--- src/rtl/rs485_echo_de.sv ---
module rs485_echo_de #(
  parameter int TIMEOUT_TICKS = 64,
  parameter int PEND_W        = 4
) (
  input  logic clk,
  input  logic rst_n,
  input  logic tx_start,
  input  logic tx_last,
  input  logic rx_done,
  input  logic baud_tick,
  input  logic err_clear,
  output logic de,
  output logic re_n,
  output logic rx_pass,
  output logic timeout_err
);

  localparam int TW = $clog2(TIMEOUT_TICKS + 1);

  logic [PEND_W-1:0] pend;
  logic [TW-1:0]     tcnt;
  logic              last_seen;

  logic echo, release_now, expire;

  assign re_n    = 1'b0;
  assign echo    = rx_done & de;
  assign rx_pass = rx_done & ~de;

  assign release_now = echo & ~tx_start & last_seen & (pend == PEND_W'(1));
  assign expire      = de & baud_tick & ~tx_start & ~echo &
                       (tcnt == TW'(TIMEOUT_TICKS - 1));

  always_ff @(posedge clk) begin
    if (!rst_n) begin
      de          <= 1'b0;
      pend        <= '0;
      last_seen   <= 1'b0;
      tcnt        <= '0;
      timeout_err <= 1'b0;
    end else begin
      if (expire || release_now) begin
        de        <= 1'b0;
        pend      <= '0;
        last_seen <= 1'b0;
        tcnt      <= '0;
      end else begin
        if (tx_start) begin
          de        <= 1'b1;
          last_seen <= last_seen | tx_last;
        end
        if (tx_start && !(echo && pend != '0))
          pend <= pend + PEND_W'(1);
        else if (!tx_start && echo && pend != '0)
          pend <= pend - PEND_W'(1);
        if (tx_start || echo)
          tcnt <= '0;
        else if (de && baud_tick)
          tcnt <= tcnt + TW'(1);
      end
      if (expire)
        timeout_err <= 1'b1;
      else if (err_clear)
        timeout_err <= 1'b0;
    end
  end

endmodule

--- config.mk ---
export PLATFORM = sky130hd
export DESIGN_NAME = rs485_echo_de
export DESIGN_NICKNAME = d
export VERILOG_FILES = /design/src/rtl/rs485_echo_de.sv
export SDC_FILE = /design/constraint.sdc
export NUM_CORES = 1
export LEC_CHECK = 0
export BUFFER_PORTS_ARGS = -buffer_cell sky130_fd_sc_hd__clkbuf_2
export CAP_MARGIN = 20
export CORE_MARGIN = 1.5
export CORE_UTILIZATION = 30
export CTS_CLUSTER_SIZE = 14
export DETAILED_ROUTE_END_ITERATION = 12
export MAX_ROUTING_LAYER = met4
export PLACE_DENSITY = 0.53
export SLEW_MARGIN = 20
export SYNTH_ARGS = -nofsm -noshare
export SYNTH_HDL_FRONTEND = slang
export SYNTH_SLANG_ARGS = --single-unit
--- constraint.sdc ---
create_clock -name clk -period 3.3 [get_ports clk]
set_clock_uncertainty 0.05 [all_clocks]
set_input_delay 0.165 -clock clk [delete_from_list [all_inputs] [get_ports clk]]
set_output_delay 0.165 -clock clk [all_outputs]
set_load 0.02 [all_outputs]
==> flow_summary_export.csv <==
group,metric,value,unit
cts,cts_tree,"yes",
setup_path,crit_end,"pend[1]",
timing,drv_slew,0,
power,power_density,437,nW/µm²
global_route,grt_pass1_vias,528,
timing,hold_viol,0,
drt,firstDrtPassIters,4,
cts,post_cts_resized,0,
timing,worst_slew_pin_slew,0.768,ns
timing,max_freq,530,MHz
layout,nets,109,
die,dieHeight,52.9,µm
setup_path,worstReg2RegStart,"pend[1]",
cts,cts-root-buf,"clkbuf_4",
cts,holdBufCountCts,0,
synthesis,synth_warnings,0,
setup_path,worstSetupPathType,"reg -> reg",
drt,via_per_inst,5.02,
cts,post_cts_buffers,0,
power,p_int,271,µW
setup_path,r2r-end,"pend[1]",
timing,finalSetupTns,0,ns
synthesis,netlist_area,747,µm²
layout,multi_input_area,447,µm²
die,start_util,32.8,%
setup_path,cp.buffers_inverters,1,
layout,fillers,248,
setup_path,crit_start,"pend[1]",
setup_path,cp_cell_sequence,"inv_1, ha_1, nor3b_1, nor2_1, xnor2_1, a2111oi_0",
placed_design,place.port_buffers,9,
layout,drive_gt1_share,14.4,%
drt,ant_nets,0,
run_status,outcome,"completed",
setup_path,critPathRequiredTime,3.42,ns
global_route,track_usage,12.1,%
run,drv_cap,0,
global_route,grt_overflow,0,
die,io_pins,11,
synthesis,yosysMostFrequentCell,"dfxtp_1",
drt,drc,0,
setup_path,crit_cells,6,
setup_path,r2r_cells,6,
synthesis,synth.largest_area_cell,"dfxtp_1",
drt,drt_iter0_markers,10,
layout,fin_area,851,µm²
power,p_clk_share,34.3,%
power,switching_share,27.2,%
synthesis,ys.flop_type,"dfxtp_1",
global_route,grt_pass1_wl,2360,µm
setup_path,cp-end-kind,"flip-flop",
setup_path,critPathLaunchType,"flip-flop",
global_route,antenna_found_initial,0,
synthesis,synth.distinct_cells,35,
layout,diodes,0,
setup_path,max_stage_delay,0.39,ns
cts,h-tree-depth,1,
drt,drt-total-wl,1410,µm
synthesis,ys_ff_latch,14,
cts,cts-buffers-inserted,3,
placed_design,place_area,815,µm²
setup_path,critPathArrivalTime,2.01,ns
drt,vias,627,
timing,setup_viol,0,
timing,fin_crit_sh,57.2,%
drt,avgRoutedWirePerCell,11.3,µm
placed_design,finalWeightedCongestion,0.792,
synthesis,synth_fp_nets,97,
power,p_switching,101,µW
synthesis,synthTopCellsByArea,"dfxtp_1 38%, ha_1 6.7%, nor2_1 6.5%, nand3_1 4.7%, nand2_1 4.0%",
layout,syn_to_final_growth,13.9,%
setup_path,crit_family,"simple AND/OR/NAND/NOR gates",
synthesis,synth.top_cell.area_share,37.5,%
die,row_count,17,
cts,clkTransAtPathRegs,0.09,ns
power,p_comb_share,15.4,%
global_route,grt_start_max_net_pins,14,
power,p_seq_share,50.3,%
synthesis,synthArstFlopShare,0,%
setup_path,r2r_slack,1.41,ns
die,die_w,52.9,µm
setup_path,critPathSlowestCell,"nor3b_1",
layout,regArea,280,µm²
power,ir_drop,0.000201,V
timing,finalCriticalPeriod,1.89,ns
synthesis,synthCells,86,
synthesis,synth-edff-count,0,
placed_design,place_hpwl,1040,µm
synthesis,ys_seq_area_share,37.5,%
synthesis,post_synth.cell_area_avg,8.69,µm²
die,core,2280,µm²
cts,worstSkewPairLatency,0.28,ns
timing,relSlewSlack,48.0,%
power,p_leak,0.000321,µW
timing,grt_setup_unrepaired,"false",
cts,clkSinkCount,14,
cts,clk_path_buf_depth,2,
setup_path,critPathMaxFanout,5,
die,die_area,2800,µm²
min_path,hold_path_class,"in -> reg",
synthesis,netlist_top_cells_count,"14 x dfxtp_1, 13 x nor2_1, 8 x nand2_1, 7 x nand3_1",
[layout make-up]
class | instances | area share (%)
timing repair buffer | 9 | 5.29
sequential | 14 | 32.9
multi-input combinational | 68 | 52.5
inverter | 2 | 0.882
tap | 28 | 4.12
clock buffer | 4 | 4.26
[flip-flops by register name, indices dropped and copies added (netlist names)]
signal       cells
last_seen        1
timeout_err      1
tcnt             7
pend             4
de               1
[cell usage in the layout (no fill, tap or decap)]
| cell type | netlist | routed |
|---|---|---|
| a2111oi_0 | 1 | 1 |
| a21boi_0 | 1 | 1 |
| a21o_1 | 1 | 1 |
| a21oi_1 | 4 | 4 |
| a31oi_1 | 1 | 1 |
| and2b_1 | 1 | 1 |
| and4_1 | 1 | 1 |
| and4b_1 | 1 | 1 |
| clkbuf_2 | 0 | 9 |
| clkbuf_4 | 0 | 3 |
| clkbuf_8 | 0 | 1 |
| conb_1 | 1 | 1 |
| dfxtp_1 | 14 | 14 |
| ha_1 | 4 | 4 |
| inv_1 | 2 | 2 |
| nand2_1 | 8 | 8 |
| nand2_2 | 1 | 1 |
| nand2b_1 | 1 | 1 |
| nand3_1 | 7 | 7 |
| nand4_1 | 1 | 1 |
| nor2_1 | 13 | 13 |
| nor2b_1 | 1 | 1 |
| nor3_1 | 1 | 1 |
| nor3b_1 | 2 | 2 |
| nor4b_1 | 1 | 1 |
| nor4bb_1 | 1 | 1 |
| o211ai_1 | 1 | 1 |
| o21ai_0 | 1 | 1 |
| o21bai_1 | 1 | 1 |
| o221ai_1 | 1 | 1 |
| o311ai_1 | 0 | 1 |
| or3_1 | 1 | 1 |
| or4b_1 | 2 | 2 |
| xnor2_1 | 3 | 3 |
| xnor3_1 | 1 | 1 |
| xor2_1 | 3 | 3 |
[power groups by stage]
| stage | combinational (µW) | sequential, µW | clock, µW |
|---|---|---|---|
| floorplan | 43.2 | 189 | 0 |
| detailed placement | 57.0 | 190 | 0 |
| finish | 57.3 | 187 | 127 |
| CTS | 57.2 | 186 | 131 |
| global placement | 57.3 | 190 | 0 |
| global route | 64.7 | 188 | 137 |
[kinds of logic after synthesis]
family,after synthesis,synth area share (%)
simple gates,43,30.8
flops,14,37.5
compound gates,13,11.7
xor+xnor,7,10.1
buf+inv,4,2.68
fa+ha+maj,4,6.70
other cells,1,0.502
[routing by layer]
| metal | share of wire (%) | up-vias | GRT usage, % | wire length [µm] |
|---|---|---|---|---|
| li1 | - | 326 | - | - |
| met3 | 5.3 | 2 | 3.39 | 75 |
| met4 | 1.1 | 0 | 6.41 | 15 |
| met2 | 39 | 13 | 14.4 | 554 |
| met1 | 54 | 286 | 17.7 | 768 |
| met5 | 0 | - | - | 0 |
[metrics by stage]
stage	cells	hold slack [ns]	util (%)	power [µW]	worst slack [ns]
6_report	125	0.0687	37.4	371	1.41
5_1_grt	125	0.0729	37.4	390	1.16
3_5_place_dp	121	0.360	35.8	247	1.23
3_3_place_gp	121	0.365	35.8	247	1.35
4_1_cts	125	0.0602	37.4	374	1.23
2_1_floorplan	86	0.257	-	232	1.55
[worst min path at each step]
stage | startpoint | to | slack, ns | depth (start not counted)
after detailed placement | tx_last | last_seen | 0.36 | 3
after floorplan | tx_last | last_seen | 0.26 | 2
after global placement | tx_last | last_seen | 0.36 | 3
final | tx_last | last_seen | 0.07 | 3
after CTS | tx_last | last_seen | 0.06 | 3
after global routing | tx_last | last_seen | 0.07 | 3
[worst min-delay path, delay by kind of cell]
family,cells,cell delay [ns]
compound gates,1,0.05
simple gates,1,0.07
buf+inv,1,0.08
Note: power is estimated with default switching activity, not from simulation.
